`config.mk`:
```
export PLATFORM = sky130hd
export DESIGN_NAME = audin_port
export DESIGN_NICKNAME = d
export VERILOG_FILES = /design/src/rtl/audin_pkg.sv /design/src/rtl/audin_sync.sv /design/src/rtl/audin_deser.sv /design/src/rtl/audin_slot.sv /design/src/rtl/audin_arb.sv /design/src/rtl/audin_fifo.sv /design/src/rtl/audin_port.sv
export SDC_FILE = /design/constraint.sdc
export NUM_CORES = 1
export LEC_CHECK = 0
export ABC_AREA = 1
export BUFFER_PORTS_ARGS = -buffer_cell sky130_fd_sc_hd__buf_2
export CAP_MARGIN = 20
export CELL_PAD_IN_SITES_DETAIL_PLACEMENT = 0
export CELL_PAD_IN_SITES_GLOBAL_PLACEMENT = 1
export CORE_MARGIN = 2
export CORE_UTILIZATION = 30
export CTS_CLUSTER_SIZE = 14
export DETAILED_ROUTE_END_ITERATION = 7
export GPL_TIMING_DRIVEN = 0
export PLACE_DENSITY_LB_ADDON = 0.1
export SYNTH_ARGS = -nofsm -noshare
export SYNTH_HDL_FRONTEND = slang
export SYNTH_SLANG_ARGS = --single-unit
export TNS_END_PERCENT = 50
```
`constraint.sdc`:
```
create_clock -name clk_i -period 5 [get_ports clk_i]
set_input_delay 0.75 -clock clk_i [delete_from_list [all_inputs] [get_ports clk_i]]
set_output_delay 0.75 -clock clk_i [all_outputs]
set_load 0.005 [all_outputs]
```
`src/rtl/audin_pkg.sv`:
```
package audin_pkg;
   typedef enum logic [1:0] {
      FMT_I2S  = 2'b00,
      FMT_LJ   = 2'b01,
      FMT_RJ   = 2'b10,
      FMT_LJ_B = 2'b11
   } fmt_e;
endpackage

```
`src/rtl/audin_sync.sv`:
```
module audin_sync #(
   parameter int WIDTH  = 1,
   parameter int STAGES = 2
) (
   input  logic             clk_i,
   input  logic             rst_ni,
   input  logic [WIDTH-1:0] d_i,
   output logic [WIDTH-1:0] q_o
);
   if (STAGES < 2) begin : g_bad_stages
      $error("audin_sync: STAGES must be at least 2");
   end

   logic [WIDTH-1:0] stage_q [STAGES];

   always_ff @(posedge clk_i or negedge rst_ni) begin
      if (!rst_ni) begin
         for (int i = 0; i < STAGES; i++) stage_q[i] <= '0;
      end else begin
         stage_q[0] <= d_i;
         for (int i = 1; i < STAGES; i++) stage_q[i] <= stage_q[i-1];
      end
   end

   assign q_o = stage_q[STAGES-1];
endmodule

```
`src/rtl/audin_deser.sv`:
```
module audin_deser
   import audin_pkg::*;
#(
   parameter int WORD_W  = 32,
   parameter int RJ_BITS = 24
) (
   input  logic              clk_i,
   input  logic              rst_ni,
   input  fmt_e              fmt_i,
   input  logic              bclk_i,
   input  logic              fs_i,
   input  logic              sd_i,
   output logic              emit_o,
   output logic [WORD_W-1:0] word_o,
   output logic              right_o
);
   localparam int CW = $clog2(WORD_W) + 1;
   localparam logic [WORD_W-1:0] RJ_MASK = {{(WORD_W-RJ_BITS){1'b0}}, {RJ_BITS{1'b1}}};

   if (RJ_BITS < 1 || RJ_BITS >= WORD_W) begin : g_bad_rj
      $error("audin_deser: RJ_BITS must lie between 1 and WORD_W-1");
   end

   logic              bclk_q, fs_prev_q, eff_prev_q, active_q, right_q;
   logic [CW-1:0]     cnt_q;
   logic [WORD_W-1:0] shreg_q;

   logic              rise, is_i2s, eff_fs, fs_chg, left_now, last_bit;
   logic [WORD_W-1:0] full_word;

   always_comb begin
      rise      = bclk_i & ~bclk_q;
      is_i2s    = (fmt_i == FMT_I2S);
      eff_fs    = is_i2s ? fs_prev_q : fs_i;
      fs_chg    = eff_fs ^ eff_prev_q;
      left_now  = is_i2s ? ~eff_fs : eff_fs;
      full_word = {shreg_q[WORD_W-2:0], sd_i};
      last_bit  = active_q && (cnt_q == CW'(WORD_W - 1));
   end

   assign emit_o  = rise && !fs_chg && last_bit;
   assign word_o  = (fmt_i == FMT_RJ) ? (full_word & RJ_MASK) : full_word;
   assign right_o = right_q;

   always_ff @(posedge clk_i or negedge rst_ni) begin
      if (!rst_ni) begin
         bclk_q     <= 1'b0;
         fs_prev_q  <= 1'b0;
         eff_prev_q <= 1'b0;
         active_q   <= 1'b0;
         right_q    <= 1'b0;
         cnt_q      <= '0;
         shreg_q    <= '0;
      end else begin
         bclk_q <= bclk_i;
         if (rise) begin
            fs_prev_q  <= fs_i;
            eff_prev_q <= eff_fs;
            if (fs_chg) begin
               shreg_q  <= {{(WORD_W-1){1'b0}}, sd_i};
               cnt_q    <= CW'(1);
               active_q <= 1'b1;
               right_q  <= ~left_now;
            end else if (active_q) begin
               shreg_q <= full_word;
               cnt_q   <= cnt_q + CW'(1);
               if (last_bit) active_q <= 1'b0;
            end
         end
      end
   end

   // the bit counter never runs past one word
   p_cnt_range_r1: assert property (@(posedge clk_i) disable iff (!rst_ni)
      cnt_q <= CW'(WORD_W));
endmodule

```
`src/rtl/audin_slot.sv`:
```
module audin_slot #(
   parameter int WIDTH = 32
) (
   input  logic             clk_i,
   input  logic             rst_ni,
   input  logic             load_i,
   input  logic [WIDTH-1:0] load_word_i,
   input  logic             load_right_i,
   input  logic             take_i,
   output logic             valid_o,
   output logic [WIDTH-1:0] word_o,
   output logic             right_o,
   output logic             ovf_o
);
   always_ff @(posedge clk_i or negedge rst_ni) begin
      if (!rst_ni) begin
         valid_o <= 1'b0;
         word_o  <= '0;
         right_o <= 1'b0;
         ovf_o   <= 1'b0;
      end else if (load_i && valid_o && !take_i) begin
         ovf_o <= 1'b1;
      end else if (load_i) begin
         valid_o <= 1'b1;
         word_o  <= load_word_i;
         right_o <= load_right_i;
      end else if (take_i) begin
         valid_o <= 1'b0;
      end
   end

   p_hold_until_taken_r5: assert property (@(posedge clk_i) disable iff (!rst_ni)
      (valid_o && !take_i) |=> (valid_o && $stable(word_o) && $stable(right_o)));

   p_ovf_sticky_r7: assert property (@(posedge clk_i) disable iff (!rst_ni)
      ovf_o |=> ovf_o);

   p_take_needs_word_r6: assert property (@(posedge clk_i) disable iff (!rst_ni)
      take_i |-> valid_o);
endmodule

```
`src/rtl/audin_arb.sv`:
```
module audin_arb #(
   parameter int N = 8
) (
   input  logic         clk_i,
   input  logic         rst_ni,
   input  logic [N-1:0] req_i,
   input  logic         allow_i,
   output logic [N-1:0] grant_o
);
   always_comb begin
      logic found;
      found   = 1'b0;
      grant_o = '0;
      for (int i = 0; i < N; i++) begin
         if (allow_i && req_i[i] && !found) begin
            grant_o[i] = 1'b1;
            found      = 1'b1;
         end
      end
   end

   p_single_grant_r6: assert property (@(posedge clk_i) disable iff (!rst_ni)
      $onehot0(grant_o));

   p_grant_has_req_r6: assert property (@(posedge clk_i) disable iff (!rst_ni)
      (grant_o & ~req_i) == '0);

   for (genvar g = 1; g < N; g++) begin : g_prio_chk
      p_lower_first_r6: assert property (@(posedge clk_i) disable iff (!rst_ni)
         grant_o[g] |-> (req_i[g-1:0] == '0));
   end
endmodule

```
`src/rtl/audin_fifo.sv`:
```
module audin_fifo #(
   parameter int WIDTH = 36,
   parameter int DEPTH = 8
) (
   input  logic             clk_i,
   input  logic             rst_ni,
   input  logic             wr_i,
   input  logic [WIDTH-1:0] wdata_i,
   input  logic             rd_i,
   output logic [WIDTH-1:0] rdata_o,
   output logic             valid_o,
   output logic             full_o
);
   localparam int AW = $clog2(DEPTH);

   if (DEPTH < 2 || (1 << AW) != DEPTH) begin : g_bad_depth
      $error("audin_fifo: DEPTH must be a power of two, at least 2");
   end

   logic [WIDTH-1:0] mem_q [DEPTH];
   logic [AW-1:0]    wr_ptr_q, rd_ptr_q;
   logic [AW:0]      count_q;
   logic             push, pop;

   assign valid_o = (count_q != '0);
   assign full_o  = (count_q == (AW+1)'(DEPTH));
   assign push    = wr_i && !full_o;
   assign pop     = rd_i && valid_o;
   assign rdata_o = mem_q[rd_ptr_q];

   always_ff @(posedge clk_i or negedge rst_ni) begin
      if (!rst_ni) begin
         wr_ptr_q <= '0;
         rd_ptr_q <= '0;
         count_q  <= '0;
      end else begin
         if (push) wr_ptr_q <= wr_ptr_q + AW'(1);
         if (pop)  rd_ptr_q <= rd_ptr_q + AW'(1);
         case ({push, pop})
            2'b10:   count_q <= count_q + (AW+1)'(1);
            2'b01:   count_q <= count_q - (AW+1)'(1);
            default: count_q <= count_q;
         endcase
      end
   end

   always_ff @(posedge clk_i) begin
      if (push) mem_q[wr_ptr_q] <= wdata_i;
   end

   p_wr_when_room_r5: assert property (@(posedge clk_i) disable iff (!rst_ni)
      wr_i |-> !full_o);

   p_idle_stays_empty_r5: assert property (@(posedge clk_i) disable iff (!rst_ni)
      (!valid_o && !wr_i) |=> !valid_o);

   p_count_bound_r5: assert property (@(posedge clk_i) disable iff (!rst_ni)
      count_q <= (AW+1)'(DEPTH));
endmodule

```
`src/rtl/audin_port.sv`:
```
module audin_port
   import audin_pkg::*;
#(
   parameter int N_CH        = 8,
   parameter int WORD_W      = 32,
   parameter int FIFO_DEPTH  = 8,
   parameter int PAR_W       = 20,
   parameter int RJ_BITS     = 24,
   parameter int SYNC_STAGES = 2,
   parameter bit PAR_EN      = 1'b1
) (
   input  logic                      clk_i,
   input  logic                      rst_ni,
   input  logic [1:0]                fmt_i,
   input  logic                      par_sel_i,
   input  logic [N_CH-1:0]           sclk_i,
   input  logic [N_CH-1:0]           fsync_i,
   input  logic [N_CH-1:0]           sdata_i,
   input  logic                      pstb_i,
   input  logic [PAR_W-1:0]          pdata_i,
   input  logic                      rd_ready_i,
   output logic                      rd_valid_o,
   output logic [WORD_W-1:0]         rd_data_o,
   output logic [$clog2(N_CH)-1:0]   rd_chan_o,
   output logic                      rd_right_o,
   output logic [N_CH-1:0]           ovf_o
);
   localparam int TW = $clog2(N_CH);
   localparam int EW = TW + 1 + WORD_W;

   if (N_CH < 2) begin : g_bad_nch
      $error("audin_port: N_CH must be at least 2");
   end
   if (PAR_W > WORD_W) begin : g_bad_parw
      $error("audin_port: PAR_W must not exceed WORD_W");
   end

   fmt_e fmt_sel;
   assign fmt_sel = fmt_e'(fmt_i);

   logic [N_CH-1:0]   slot_valid, slot_right, grant;
   logic [WORD_W-1:0] slot_word [N_CH];
   logic              fifo_full;

   for (genvar c = 0; c < N_CH; c++) begin : g_ch
      logic [2:0]        pins_s;
      logic              ser_emit, ser_right;
      logic [WORD_W-1:0] ser_word;
      logic              ld, ld_right;
      logic [WORD_W-1:0] ld_word;

      audin_sync #(.WIDTH(3), .STAGES(SYNC_STAGES)) u_sync (
         .clk_i  (clk_i),
         .rst_ni (rst_ni),
         .d_i    ({sclk_i[c], fsync_i[c], sdata_i[c]}),
         .q_o    (pins_s)
      );

      audin_deser #(.WORD_W(WORD_W), .RJ_BITS(RJ_BITS)) u_deser (
         .clk_i   (clk_i),
         .rst_ni  (rst_ni),
         .fmt_i   (fmt_sel),
         .bclk_i  (pins_s[2]),
         .fs_i    (pins_s[1]),
         .sd_i    (pins_s[0]),
         .emit_o  (ser_emit),
         .word_o  (ser_word),
         .right_o (ser_right)
      );

      if (PAR_EN && c == N_CH - 1) begin : g_par
         logic [PAR_W:0] par_s;
         logic           stb_q, par_emit;

         audin_sync #(.WIDTH(PAR_W + 1), .STAGES(SYNC_STAGES)) u_psync (
            .clk_i  (clk_i),
            .rst_ni (rst_ni),
            .d_i    ({pstb_i, pdata_i}),
            .q_o    (par_s)
         );

         always_ff @(posedge clk_i or negedge rst_ni) begin
            if (!rst_ni) stb_q <= 1'b0;
            else         stb_q <= par_s[PAR_W];
         end

         assign par_emit = par_s[PAR_W] & ~stb_q;
         assign ld       = par_sel_i ? par_emit : ser_emit;
         assign ld_word  = par_sel_i ? {{(WORD_W-PAR_W){1'b0}}, par_s[PAR_W-1:0]} : ser_word;
         assign ld_right = par_sel_i ? 1'b0 : ser_right;

         // a held strobe cannot yield two captures in a row
         p_one_capture_r9: assert property (@(posedge clk_i) disable iff (!rst_ni)
            par_emit |=> !par_emit);
      end else begin : g_ser
         assign ld       = ser_emit;
         assign ld_word  = ser_word;
         assign ld_right = ser_right;
      end

      audin_slot #(.WIDTH(WORD_W)) u_slot (
         .clk_i        (clk_i),
         .rst_ni       (rst_ni),
         .load_i       (ld),
         .load_word_i  (ld_word),
         .load_right_i (ld_right),
         .take_i       (grant[c]),
         .valid_o      (slot_valid[c]),
         .word_o       (slot_word[c]),
         .right_o      (slot_right[c]),
         .ovf_o        (ovf_o[c])
      );
   end

   audin_arb #(.N(N_CH)) u_arb (
      .clk_i   (clk_i),
      .rst_ni  (rst_ni),
      .req_i   (slot_valid),
      .allow_i (!fifo_full),
      .grant_o (grant)
   );

   logic [EW-1:0] wr_entry, rd_entry;

   always_comb begin
      wr_entry = '0;
      for (int c = 0; c < N_CH; c++) begin
         if (grant[c]) wr_entry = {TW'(c), slot_right[c], slot_word[c]};
      end
   end

   audin_fifo #(.WIDTH(EW), .DEPTH(FIFO_DEPTH)) u_fifo (
      .clk_i   (clk_i),
      .rst_ni  (rst_ni),
      .wr_i    (|grant),
      .wdata_i (wr_entry),
      .rd_i    (rd_ready_i),
      .rdata_o (rd_entry),
      .valid_o (rd_valid_o),
      .full_o  (fifo_full)
   );

   assign rd_chan_o  = rd_entry[EW-1 -: TW];
   assign rd_right_o = rd_entry[WORD_W];
   assign rd_data_o  = rd_entry[WORD_W-1:0];
endmodule

```
# Yosys cells after proc, flatten, opt, wreduce, memory -nomap -nowiden
# Memories as Yosys holds them, arrays and structs flattened.
# Index checks and enable logic that the tools add are counted.
# Widths: inputs -> output; s select.
[totals] reg_bits=717 output_inout_bits=45 ramBits=288 n_memories=1 mem_bits_ro=0 latch_bits=0 word_cells=441
[memory_table] name="u_fifo.mem_q" words=8 word_bits=36 rd=1 rd_clocked_by_memory_dff=0 wr=1 line="audin_fifo.sv:20" rtl="logic [WIDTH-1:0] mem_q [DEPTH];"
[classes] n_eq_ne=12 n_shift=0 n_div=0 bitwise=50 mul=0 magnitude_cmp=0 n_reduce_logical=132 muxes=124 add_sub_neg=12
[ops] operator="$mux 31" count=16
[ops] operator="$mux 32" count=9
[ops] operator="$mux 36" count=6
[ops] operator="$mux 6" count=16
[ops] operator="$mux 1" count=74
[ops] operator="$reduce_and 2->1" count=32
[ops] operator="$logic_and 1x1->1" count=57
[ops] operator="$add 6x1->6 const B" count=8
[ops] operator="$eq 6x5->1 const B" count=8
[ops] operator="$mux 34" count=1
[ops] operator="$reduce_bool 2->1" count=17
[ops] operator="$mux 33" count=1
[ops] operator="$not 1->1" count=33
[ops] operator="$logic_not 1->1" count=23
[ops] operator="$and 1x1->1" count=9
[ops] operator="$pmux 4 s2" count=1
[ops] operator="$reduce_or 8->1" count=1
[ops] operator="$xor 1x1->1" count=8
[ops] operator="$add 3x1->3 const B" count=2
[ops] operator="$add 4x1->4 const B" count=1
[ops] operator="$eq 2x2->1 const B" count=2
[ops] operator="$eq 4x4->1 const B" count=1
[ops] operator="$reduce_bool 4->1" count=1
[ops] operator="$sub 4x1->4 const B" count=1
[ops] operator="other kinds (2)" count=2

# Longest topological paths before layout
[logic_depth] ltp_word=29 mapped_depth=17 mapped_depth_nobuf=16

# Cells and area by module
# Synthesis repeated with hierarchy kept, for this count alone.
[unflattened] hier_cells=5347 hier_area_um2=46888.7
[by_module_without_submodules] module="audin_fifo" instances=1 cells_each=1323 area_each_um2=12972.4
[by_module_without_submodules] module="audin_slot" instances=8 cells_each=150 area_each_um2=1406.3
[by_module_without_submodules] module="audin_deser at g_ch[0].u_deser ..." instances=5 cells_each=256 area_each_um2=2110.8
[by_module_without_submodules] module="audin_deser at g_ch[1].u_deser ..." instances=3 cells_each=257 area_each_um2=2119.5
[by_module_without_submodules] module="audin_port" instances=1 cells_each=615 area_each_um2=3011.6
[by_module_without_submodules] module="audin_sync at g_ch[0].u_sync ..." instances=8 cells_each=9 area_each_um2=172.7
[by_module_without_submodules] module="audin_sync at g_ch[7].g_par.u_psync" instances=1 cells_each=63 area_each_um2=1208.7
[by_module_without_submodules] module="audin_arb" instances=1 cells_each=23 area_each_um2=151.4

# Worst setup path after synthesis
# OpenSTA, ideal clock, no wires.
[synth_path] path_kind="register to register" start="register u_fifo.count_q[1]" end="memory u_fifo.mem_q[0][0] (enable)" stages_incl_launch_ff=11 n_path_buf=1 arrival_ps=3057 synth_period_minus_slack_ps=3486 slack_ps=1514 required_time_ps=4571 setup_ps=429 path_cell_list="dfrtp_1 -> nor2_2 -> nand2_2 -> buf_6 -> nand2_2 -> inv_2 -> nor2_8 -> nand3_4 -> nand3_1 -> inv_2 -> nor2_1"
[synth_between] elab_chain_cells=29
[synth_rtl] element="start: declaration" line="audin_fifo.sv:22" rtl="logic [AW:0] count_q;"
[synth_rtl] element="start signal: assignment" line="audin_fifo.sv:40" rtl="2'b10: count_q <= count_q + (AW+1)'(1);"
[synth_rtl] element="start signal: assignment" line="audin_fifo.sv:41" rtl="2'b01: count_q <= count_q - (AW+1)'(1);"
[synth_rtl] element="start signal: assignment" line="audin_fifo.sv:42" rtl="default: count_q <= count_q;"
[synth_rtl] element="$eq 4x4->1 *" line="audin_fifo.sv:26" rtl="assign full_o = (count_q == (AW+1)'(DEPTH));"
[synth_rtl] element="$logic_not 1->1 *" line="audin_fifo.sv:27, audin_port.sv:119"
[synth_rtl] element="$logic_and 1x1->1" line="audin_arb.sv:15" rtl="if (allow_i && req_i[i] && !found) begin"
[synth_rtl] element="$mux 1" line="audin_arb.sv:15"
[synth_rtl] element="$logic_not 1->1" line="audin_arb.sv:15"
[synth_rtl] element="$logic_and 1x1->1" line="audin_arb.sv:15"
[synth_rtl] element="$mux 1" line="audin_arb.sv:15"
[synth_rtl] element="$logic_not 1->1" line="audin_arb.sv:15"
[synth_rtl] element="[13 not listed]"
[synth_rtl] element="$mux 1" line="audin_arb.sv:15"
[synth_rtl] element="$logic_not 1->1" line="audin_arb.sv:15"
[synth_rtl] element="$logic_and 1x1->1" line="audin_arb.sv:15"
[synth_rtl] element="$mux 1" line="audin_arb.sv:15"
[synth_rtl] element="$reduce_or 8->1" line="audin_port.sv:135" rtl=".wr_i (|grant),"
[synth_rtl] element="$logic_and 1x1->1 *" line="audin_fifo.sv:27" rtl="assign push = wr_i && !full_o;"
[synth_rtl] element="$mux 1 *" line="audin_fifo.sv:48" rtl="if (push) mem_q[wr_ptr_q] <= wdata_i;"
[synth_rtl] element="$mux 1 (not written as such) *" line="audin_fifo.sv:48"
[synth_rtl] element="end: declaration" line="audin_fifo.sv:20"
# Mark *: on every way between the ends. The rest lies on a longest branch, timed or not.

# Final worst setup path
[layout_path] start="register u_fifo.rd_ptr_q[0]" end="output port rd_data_o[29]"
[layout_between] elab_chain_cells=1
[layout_rtl] element="start: declaration" line="audin_fifo.sv:21" rtl="logic [AW-1:0] wr_ptr_q, rd_ptr_q;"
[layout_rtl] element="start signal: assignment" line="audin_fifo.sv:38" rtl="if (pop) rd_ptr_q <= rd_ptr_q + AW'(1);"
[layout_rtl] element="$mem_v2 8x36"
[layout_rtl] element="end: declaration" line="audin_port.sv:23" rtl="output logic [WORD_W-1:0] rd_data_o,"
# No other way between the ends.

==> flow_metrics.env <==
export IMPL_run_status="complete, no violations"
export IMPL_finalSetupViolations=0
export IMPL_tritoncts="built"
export IMPL_synthTopCellsByArea="dfrtp_1, edfxtp_1, nand2_1"
export IMPL_synth_edf_count=288
export IMPL_fillerInstances=13741
export IMPL_routedWlPerCell_um=19.02
export IMPL_via_count=28054
export IMPL_cts_made_buffers=116
export IMPL_cts_resized=0
export IMPL_ys_seq_elements=1005
export IMPL_top_usage_layer="met2"
export IMPL_grt_pass1_vias=28370
export IMPL_cts_root_buf="clkbuf_16"
export IMPL_synth_warnings=0
export IMPL_ys_seq_area_share_pct=65.55
export IMPL_coreArea_mm2=0.1338
export IMPL_dr_pass1_iters=5
export IMPL_synth_cells=4019
export IMPL_area_growth_pct=16.99
export IMPL_initial_utilization_pct=30.32
export IMPL_p_leak_uw=0.01986
export IMPL_hold_path_class="in2reg"
export IMPL_die_w_um=371.7
export IMPL_place_gp_congestion=0.7576
export IMPL_hold_ws_ns=0.1367
export IMPL_critPathKind="reg2out"
export IMPL_gr_total_overflow=0
export IMPL_numPortBuffers=94
export IMPL_placed_area_mm2=0.04371
export IMPL_insertion_delay_ns=0.72
export IMPL_seqCellArea_mm2=0.02659
export IMPL_grt_pass1_wl_um=179400
export IMPL_period_share_pct=94.29
export IMPL_ys_flop_type="dfrtp_1"
export IMPL_synthArstFlopShare_pct=71.34
export IMPL_drc=0
export IMPL_cap_viol_max_count=0
export IMPL_fp_dieH_um=371.7
export IMPL_cts_sinks=1005
export IMPL_end_kind="primary output"
export IMPL_cp_data_arrival_time_ns=3.96
export IMPL_synth_top_cell_by_area="dfrtp_1"
export IMPL_ir_worst_vdd_mv=0.2502
export IMPL_tightest_slew_ns=0.9161
export IMPL_power_total_uw=23880
export IMPL_drt_iter0_markers=1920
export IMPL_setup_tns_ns=0
export IMPL_drv_slew=0
export IMPL_required_ns=4.25
export IMPL_min_period_ns=4.715
export IMPL_design_area_mm2=0.04745
export IMPL_num_io_pins=96
export IMPL_yosysTopAreaCellShare_pct=44.23
export IMPL_r2r_slack_ns=1.02
export IMPL_wl_um=116100
export IMPL_max_freq_ghz=0.2121
export IMPL_syn_num_nets=4084
export IMPL_clockBufferDepth=3
export IMPL_startpoint_type="flip-flop"
export IMPL_ys_types=48
export IMPL_htreeDepth=3
export IMPL_multi_input_area_mm2=0.01121
export IMPL_use_met3_pct=2.261
export IMPL_crit_fanout=10
export IMPL_postCtsSetupRepairBufs=0
export IMPL_finalHoldViolCount=0
export IMPL_clk_pin_slew_ns=0.06
export IMPL_antenna_left=0
export IMPL_grt_max_degree=110
export IMPL_grt_use_met1_pct=25.13
export IMPL_met2_usage_pct=26.47
export IMPL_dieArea_mm2=0.1382
export IMPL_finalClockSkew_ns=0.03226
export IMPL_relSlewSlack_pct=38.70
export IMPL_rows=134
export IMPL_grt_antenna_before_repair=4
export IMPL_antenna_cells=0
export IMPL_netlist_area_mm2=0.04056
export IMPL_drive_gt1_share_pct=9.889
export IMPL_fin_nets=4313
export IMPL_routed_via_density=4.594
export IMPL_hpwlAfterDp_um=83070
export IMPL_grt_setup_unrepaired="false"
export IMPL_avgSynthCellArea_um2=10.09
export IMPL_grt_usage_pct=17.13
export IMPL_powerDensity_mw_per_mm2=503.3
## cell families after synthesis
family / synth area share (%)
xor+xnor: 0.4750
mux: 0.02776
buf+inv: 6.959
fa+ha+maj: 0.4504
flops: 65.55
simple gates: 15.30
compound gates: 11.24
## layout by cell type, fill, tap and decap left out, types with 5 or more instances in the layout
cell	n
nor3_1	9
nand3_1	239
xor2_1	19
o21bai_1	5
dfrtp_1	717
buf_16	10
ha_1	13
nand2_2	13
nand4_1	71
nor2_2	7
clkbuf_1	150
edfxtp_1	288
nand2_1	650
clkbuf_16	119
buf_12	6
o21ai_0	418
buf_1	15
clkinv_1	10
bufinv_16	6
clkbuf_8	19
o22ai_1	271
a31oi_1	36
inv_1	459
buf_6	9
a21oi_1	21
buf_2	157
nor2_1	449
clkinv_2	18
nor2_4	9
buf_4	18
inv_2	8
o21ai_1	43
## area by class of cell
class                      count  area share, %
inverter                     469          3.710
tap                         1768          4.662
clock buffer                 171          7.087
buffer                       225          2.239
multi-input combinational   2320          23.62
clock inverter                37         0.7804
sequential                  1005          56.03
timing repair buffer         111          1.867
## layer usage
| metal | up-vias | wire [um] | share of wire (%) |
|---|---|---|---|
| met4 | 2 | 2401 | 2.1 |
| li1 | 13908 | - | - |
| met3 | 140 | 3785 | 3.3 |
| met5 | - | 13 | 0.011 |
| met2 | 396 | 51840 | 45 |
| met1 | 13608 | 58090 | 50 |
## timing repair
action | CTS | global route
endpoints found under the hold margin | 39 | 0
endpoints found under the setup margin | 0 | 0
hold buffers | 1 | 0
## power by group
group | switching [uW] | internal [uW] | total (uW) | leakage (uW)
combinational | 4060 | 1480 | 5540 | 0.00593
clock | 3450 | 4920 | 8380 | 0.00183
sequential | 344 | 9620 | 9960 | 0.0121
total | 7860 | 16000 | 23900 | 0.0199
## cell usage after synthesis, types with 4 or more instances
master / n
a21oi_1: 21
a31oi_1: 36
buf_1: 15
buf_2: 64
buf_4: 18
buf_6: 9
clkbuf_1: 117
dfrtp_1: 717
edfxtp_1: 288
ha_1: 13
inv_1: 459
inv_2: 8
nand2_1: 650
nand2_2: 13
nand2_4: 4
nand3_1: 239
nand4_1: 71
nor2_1: 457
nor2_2: 7
nor3_1: 9
o21ai_0: 418
o21ai_1: 43
o21bai_1: 5
o22ai_1: 271
o31ai_1: 4
o41ai_1: 4
xor2_1: 19
## critical path: stages (launching register included)
cell      delay [ns]
dfrtp_1         0.34
clkbuf_1        0.55
clkbuf_1        0.63
clkbuf_1        0.55
nor2_1          0.11
o22ai_1         0.15
nor2_1          0.06
a31oi_1         0.60
buf_2           0.24
## registers in the layout, summed over array words and instances, names as in the netlist, 21 cells and up
name,cells
u_fifo.mem_q,288
g_ch.u_slot.word_o,256
g_ch.u_deser.shreg_q,248
g_ch.u_deser.cnt_q,48
g_ch.u_sync.q_o,24
g_ch.u_sync.stage_q,24
g_ch.g_par.u_psync.q_o,21
g_ch.g_par.u_psync.stage_q,21
## final timing paths
kind                                      startpoint                      endpoint  cells after the start
max                               u_fifo.rd_ptr_q[0]                 rd_data_o[29]                      8
min                                       sdata_i[6]     g_ch[6].u_sync.stage_q[3]                      1
max reg2reg                        u_fifo.count_q[0]           u_fifo.mem_q[7][30]                     10
min reg2reg                g_ch[4].u_sync.stage_q[5]         g_ch[4].u_sync.q_o[2]                      0
max in group asynchronous                     rst_ni  g_ch[7].g_par.u_psync.q_o[4]                      5
min in group asynchronous                     rst_ni     g_ch[0].u_sync.stage_q[5]                      2
## stage by stage
step	utilization (%)	worst slack (ns)	cells
finish	35.47	0.2853	6106
CTS	35.47	0.1941	6106
global placement	32.32	-13.76	5881
floorplan	-	1.514	4019
global route	35.47	0.1693	6106
detailed placement	32.67	1.001	5897
(Power assumes the default switching activity.)
